### config.mk
export PLATFORM = sky130hd
export DESIGN_NAME = banked_reg_port
export DESIGN_NICKNAME = d
export VERILOG_FILES = /design/src/rtl/brp_pkg.sv /design/src/rtl/brp_unlock.sv /design/src/rtl/brp_cmd_decode.sv /design/src/rtl/brp_bank.sv /design/src/rtl/banked_reg_port.sv
export SDC_FILE = /design/constraint.sdc
export NUM_CORES = 2
export LEC_CHECK = 0
export ABC_AREA = 1
export BUFFER_PORTS_ARGS = -buffer_cell sky130_fd_sc_hd__buf_4
export CAP_MARGIN = 10
export CORE_UTILIZATION = 40
export DETAILED_ROUTE_END_ITERATION = 6
export SETUP_SLACK_MARGIN = 0.05
export SLEW_MARGIN = 20
export SYNTH_ARGS = -nofsm -noshare
export SYNTH_HDL_FRONTEND = slang
export SYNTH_SLANG_ARGS = --single-unit
### constraint.sdc
create_clock -name clk -period 6.7 [get_ports clk]
set_input_delay 1.34 -clock clk [delete_from_list [all_inputs] [get_ports clk]]
set_output_delay 1.34 -clock clk [all_outputs]
set_load 0.02 [all_outputs]
### src/rtl/brp_pkg.sv
package brp_pkg;
  localparam int DW          = 16;
  localparam int MAP_AW      = 5;
  localparam int BANK_AW     = 5;
  localparam int NUM_BANKS   = 4;
  localparam int BSEL_W      = $clog2(NUM_BANKS);

  localparam logic [MAP_AW-1:0] ADDR_CTRL  = 5'd20;
  localparam logic [MAP_AW-1:0] ADDR_RDAT  = 5'd21;
  localparam logic [MAP_AW-1:0] ADDR_STAGE = 5'd23;

  localparam int BIT_RD   = 15;
  localparam int BIT_WR   = 14;
  localparam int BSEL_HI  = 12;
  localparam int BSEL_LO  = 11;
  localparam int BIT_TM   = 10;
  localparam int RADDR_HI = 9;
  localparam int RADDR_LO = 5;
  localparam int WADDR_HI = 4;
  localparam int WADDR_LO = 0;

  localparam logic [DW-1:0] TM_ONLY = DW'(1) << BIT_TM;

  typedef struct packed {
    logic               go_rd;
    logic               go_wr;
    logic [BSEL_W-1:0]  bank;
    logic [BANK_AW-1:0] raddr;
    logic [BANK_AW-1:0] waddr;
  } cmd_t;
endpackage

### src/rtl/brp_unlock.sv
module brp_unlock
  import brp_pkg::*;
#(
  parameter int STEPS = 4
) (
  input  logic          clk,
  input  logic          rst,
  input  logic          ctrl_we,
  input  logic [DW-1:0] ctrl_wdata,
  output logic          unlocked
);
  localparam int SW = $clog2(STEPS);

  logic [SW-1:0] step_q;
  logic [DW-1:0] expect_w;

  // even steps expect zero, odd steps expect test mode alone
  assign expect_w = step_q[0] ? TM_ONLY : '0;

  always_ff @(posedge clk) begin
    if (rst) begin
      step_q   <= '0;
      unlocked <= 1'b0;
    end else if (ctrl_we) begin
      if (unlocked) begin
        if (ctrl_wdata == '0) begin
          unlocked <= 1'b0;
          step_q   <= SW'(1);
        end
      end else if (ctrl_wdata == expect_w) begin
        if (step_q == SW'(STEPS-1)) begin
          unlocked <= 1'b1;
          step_q   <= '0;
        end else begin
          step_q <= step_q + SW'(1);
        end
      end else begin
        step_q <= (ctrl_wdata == '0) ? SW'(1) : '0;
      end
    end
  end


  unlock_after_tm_chk: assert property (@(posedge clk) disable iff (rst)
    $rose(unlocked) |-> $past(ctrl_we && ctrl_wdata == TM_ONLY));


  relock_on_zero_chk: assert property (@(posedge clk) disable iff (rst)
    (ctrl_we && ctrl_wdata == '0) |=> !unlocked);


  stray_stays_locked_chk: assert property (@(posedge clk) disable iff (rst)
    (ctrl_we && !unlocked && ctrl_wdata != '0 && ctrl_wdata != TM_ONLY) |=> !unlocked);
endmodule

### src/rtl/brp_cmd_decode.sv
module brp_cmd_decode
  import brp_pkg::*;
(
  input  logic [DW-1:0] word,
  output cmd_t          cmd
);
  logic tm;
  assign tm = word[BIT_TM];

  always_comb begin
    cmd.go_rd = tm &&  word[BIT_RD] && !word[BIT_WR];
    cmd.go_wr = tm &&  word[BIT_WR] && !word[BIT_RD];
    cmd.bank  = word[BSEL_HI:BSEL_LO];
    cmd.raddr = word[RADDR_HI:RADDR_LO];
    cmd.waddr = word[WADDR_HI:WADDR_LO];
  end
endmodule

### src/rtl/brp_bank.sv
module brp_bank
  import brp_pkg::*;
#(
  parameter bit PRESENT = 1'b1,
  parameter int DEPTH   = 32
) (
  input  logic               clk,
  input  logic               rst,
  input  logic               we,
  input  logic [BANK_AW-1:0] waddr,
  input  logic [DW-1:0]      wdata,
  input  logic [BANK_AW-1:0] raddr,
  output logic [DW-1:0]      rdata
);
  generate
    if (PRESENT) begin : g_mem
      logic [DW-1:0] mem [DEPTH];
      always_ff @(posedge clk) begin
        if (rst) begin
          for (int i = 0; i < DEPTH; i++) mem[i] <= '0;
        end else if (we) begin
          mem[waddr] <= wdata;
        end
      end
      assign rdata = mem[raddr];
    end else begin : g_hole
      logic unused_hole;
      assign unused_hole = ^{clk, rst, we, waddr, wdata, raddr};
      assign rdata = '0;
    end
  endgenerate
endmodule

### src/rtl/banked_reg_port.sv
module banked_reg_port
  import brp_pkg::*;
#(
  parameter logic [NUM_BANKS-1:0] BANK_MASK    = 4'b1011,
  parameter int                   UNLOCK_STEPS = 4
) (
  input  logic              clk,
  input  logic              rst,
  input  logic [MAP_AW-1:0] reg_addr,
  input  logic              reg_we,
  input  logic [DW-1:0]     reg_wdata,
  output logic [DW-1:0]     reg_rdata
);
  localparam int DEPTH = 1 << BANK_AW;

  logic [DW-1:0] ctrl_q, stage_q, rd_q;
  logic          ctrl_we, unlocked;
  cmd_t          cmd;
  logic          exec_rd, exec_wr;
  logic [DW-1:0] bank_rdata [NUM_BANKS];

  assign ctrl_we = reg_we && (reg_addr == ADDR_CTRL);

  brp_unlock #(.STEPS(UNLOCK_STEPS)) u_unlock (
    .clk        (clk),
    .rst        (rst),
    .ctrl_we    (ctrl_we),
    .ctrl_wdata (reg_wdata),
    .unlocked   (unlocked)
  );

  brp_cmd_decode u_dec (
    .word (reg_wdata),
    .cmd  (cmd)
  );

  assign exec_rd = ctrl_we && unlocked && cmd.go_rd;
  assign exec_wr = ctrl_we && unlocked && cmd.go_wr;

  generate
    for (genvar b = 0; b < NUM_BANKS; b++) begin : g_bank
      brp_bank #(.PRESENT(BANK_MASK[b]), .DEPTH(DEPTH)) u_bank (
        .clk   (clk),
        .rst   (rst),
        .we    (exec_wr && (cmd.bank == BSEL_W'(b))),
        .waddr (cmd.waddr),
        .wdata (stage_q),
        .raddr (cmd.raddr),
        .rdata (bank_rdata[b])
      );
    end
  endgenerate

  always_ff @(posedge clk) begin
    if (rst) begin
      ctrl_q  <= '0;
      stage_q <= '0;
      rd_q    <= '0;
    end else begin
      if (ctrl_we) ctrl_q <= reg_wdata;
      if (reg_we && reg_addr == ADDR_STAGE) stage_q <= reg_wdata;
      if (exec_rd) rd_q <= bank_rdata[cmd.bank];
    end
  end

  always_ff @(posedge clk) begin
    if (rst) begin
      reg_rdata <= '0;
    end else begin
      case (reg_addr)
        ADDR_CTRL:  reg_rdata <= ctrl_q;
        ADDR_RDAT:  reg_rdata <= rd_q;
        ADDR_STAGE: reg_rdata <= stage_q;
        default:    reg_rdata <= '0;
      endcase
    end
  end


  reset_rdata_chk: assert property (@(posedge clk) disable iff (rst)
    $past(rst) |-> reg_rdata == '0);


  locked_ignore_chk: assert property (@(posedge clk) disable iff (rst)
    (ctrl_we && !unlocked) |=> $stable(rd_q));


  dual_strobe_chk: assert property (@(posedge clk) disable iff (rst)
    (ctrl_we && reg_wdata[BIT_RD] && reg_wdata[BIT_WR]) |=> $stable(rd_q));


  hole_reads_zero_chk: assert property (@(posedge clk) disable iff (rst)
    (ctrl_we && unlocked && reg_wdata[BIT_RD] && !reg_wdata[BIT_WR] &&
     reg_wdata[BIT_TM] && reg_wdata[BSEL_HI:BSEL_LO] == 2'd2) |=> rd_q == '0);


  rdat_readonly_chk: assert property (@(posedge clk) disable iff (rst)
    (reg_we && reg_addr == ADDR_RDAT) |=> $stable(rd_q));
endmodule

==> run_results.csv <==
group,metric,value,unit
detailed_routing,drtPass1Iterations,7,
final_layout,drive_above_1_share,6.89,%
detailed_routing,drt-vias-per-instance,5.45,
final_layout,fin_area,0.0812,mm²
grt,grt_max_degree,227,
timing,max_slew.worst_pin.slew,1.18,ns
floorplanning,start_util,40.3,%
placed_design,dp_cells,9828,
yosys,synth_cell_type_count,26,
placed_design,gp_congestion,0.908,
power_and_ir_drop,switching_share,24.1,%
detailed_routing,vias,55300,
final_layout,utilization,44.4,%
floorplanning,die_height,431,µm
timing,fin_ws,2.14,ns
floorplanning,coreArea,0.183,mm²
detailed_routing,routedWlPerCell,23.3,µm
yosys,avgSynthCellArea,9.40,µm²
detailed_routing,wl,236,mm
timing,clock_skew,0.0299,ns
clock_tree,cts_made_buffers,169,
power_and_ir_drop,p_total,22.2,mW
clock_tree,h-tree-depth,4,
floorplanning,placementRows,157,
grt,grt_overflow,0,
critical_path,start_kind,"primary input",
clock_tree,cts_buffer_depth,3,
power_and_ir_drop,pwr-share-comb,6.9,%
timing,slew-limit-headroom,21.4,%
power_and_ir_drop,leakagePower,30.0,nW
yosys,syn_nets,7866,
timing,hold_ws,0.462,ns
grt,grt_pass1_wl,342,mm
grt,grt_pass1_vias,51900,
timing,final_hold_viol_count,0,
power_and_ir_drop,clkPwrFrac,41.9,%
worst_hold_path,min_path_type,"reg -> reg",
detailed_routing,drc,22,
placed_design,io_buffer_count,39,
yosys,syn-cell-area,0.0737,mm²
detailed_routing,final_antenna_net_count,0,
timing,finalSetupTns,0,ns
clock_tree,path_clk_slew,0.06,ns
timing,rsz0062_at_grt,"no",
final_layout,nets,7560,
critical_path,crit_arrival,5.01,ns
placed_design,pre_cts_slack,1.36,ns
final_layout,instances_no_fill,10100,
grt,grt_usage,24.9,%
floorplanning,die_area,0.186,mm²
timing,finalCritPeriodShare,68.1,%
placed_design,post-dp-hpwl,141,mm
floorplanning,die_w,431,µm
power_and_ir_drop,p_int,16.8,mW
final_layout,synthToLayoutAreaGrowth,10.1,%
clock_tree,insertion_delay,0.83,ns
critical_path,critical_path_class,"in -> reg",
power_and_ir_drop,ir_drop,0.000337,V
power_and_ir_drop,cellPowerDensity,273,mW/mm²
detailed_routing,drt_iter0_drc,7249,
timing,post-route-min-period,4.56,ns
placed_design,placed_cell_area,0.0758,mm²
power_and_ir_drop,p_sw,5.34,mW
final_layout,final_common_cell,"nor2_1",
yosys,synth_cells,7841,
clock_tree,cts_hold_buf,0,
timing,maxSlewViolCount,0,
yosys,ys_seq_area_share,64.4,%
yosys,ys.warnings.count,0,
timing,fmax,0.219,GHz
clock_tree,cts_resized,0,
grt,grt_antenna_before_repair,8,
clock_tree,cts_tree,"yes",
yosys,ys_seq_elements,1603,
clock_tree,clock-sinks,1603,
power_and_ir_drop,p_seq_share,51.3,%
critical_path,cp-end-kind,"flop",
floorplanning,io_pins,40,
job,maxCapViolCount,0,
final_layout,mostFrequentLayoutCells,"nor2_1 (1825), nand2_1 (1653), edfxtp_1 (1536), nand3_1 (887), inv_1 (603)",
critical_path,required,7.15,ns
timing,setup_viol,0,
outcome,violations,"design-rule violations",
clock_tree,cts-root-buf,"clkbuf_16",
clock_tree,cts_setup_buffers,0,
outcome,status,"finished with violations",
critical_path,worst-path-max-fanout,30,
area by class of cell:
type,count,area (µm²)
Fill cell,17500,102000
Sequential cell,1603,47500
Multi-Input combinational cell,4987,21500
Clock buffer,197,4360
Tap cell,2464,3080
Inverter,625,2450
Timing Repair Buffer,149,1300
Clock inverter,115,1020
Antenna cell,5,12.5
flip-flops by register name, summed over array words and instances, names as in the netlist:
signal,flops
ctrl_q,16
g_bank.u_bank.g_mem.mem,1536
rd_q,16
reg_rdata,16
stage_q,16
u_unlock.step_q,2
u_unlock.unlocked,1
critical path: stages:
cell and delay [ns]:
buf_4 0.11, inv_1 0.06, nand2_1 0.08, nor2_1 0.14
nand2_1 0.27, nor2_2 0.17, buf_4 0.29, nand3_1 0.32
nor2_4 0.63, buf_4 0.43, nand2_1 0.42, nand2_1 0.70
cells by family (layout without fill, tap and decap cells):
family	Yosys count	count (layout)	share of synthesized area, %
AND/OR/NAND/NOR	4486	4486	24.7
flip-flops	1603	1603	64.4
buffers and inverters	1251	1086	6.51
AO/OA/AOI/OAI	499	499	4.35
adder cells (fa/ha/maj)	1	1	0.0170
XOR/XNOR	1	1	0.0119
other	0	5	0
power by group through the flow:
stage | clock network (mW) | logic, mW | registers, mW
floorplan | 0 | 0.932 | 11.5
global placement | 0 | 1.47 | 11.6
detailed placement | 0 | 1.49 | 11.6
CTS | 9.33 | 1.49 | 11.4
global route | 9.68 | 1.63 | 11.4
finish | 9.28 | 1.52 | 11.4
path summary, 6_finish.rpt:
path	startpoint	to	slack, ns	depth (start not counted)
setup reg to reg	u_unlock.unlocked	g_bank[3].u_bank.g_mem.mem[26][3]	3.40	5
hold / removal	ctrl_q[12]	ctrl_q[12]	0.46	2
hold reg to reg	ctrl_q[12]	ctrl_q[12]	0.46	2
setup / recovery	reg_addr[3]	g_bank[3].u_bank.g_mem.mem[26][3]	2.14	12
layer usage:
metal / vias to the layer above / track usage, % / share of wire (%)
li1: 25200 / - / -
met1: 27000 / 32.9 / 39
met2: 2691 / 40.0 / 47
met3: 515 / 4.33 / 9.1
met4: 4 / 11.7 / 4.7
met5: - / 0 / 0.0097
synthesized netlist by cell type:
master,n,area [µm²]
inv_2,20,75.1
nand2_1,1653,6200
xnor2_1,1,8.76
o221ai_1,10,87.6
nor2_2,1,6.26
o211ai_1,268,2010
o21a_1,1,7.51
clkinv_1,2,7.51
nand2_2,22,138
or2_2,82,513
nor2_1,1833,6880
nor4_1,3,18.8
ha_1,1,12.5
and3_1,1,6.26
edfxtp_1,1536,46100
buf_4,4,30.0
clkbuf_1,466,1750
buf_1,84,315
dfxtp_1,67,1340
nor3_2,2,20.0
a21oi_1,48,240
o21ai_0,172,861
nand3_1,887,4440
buf_2,72,360
inv_1,603,2260
nand4_1,2,12.5
Power figures use the tool's default switching activity.
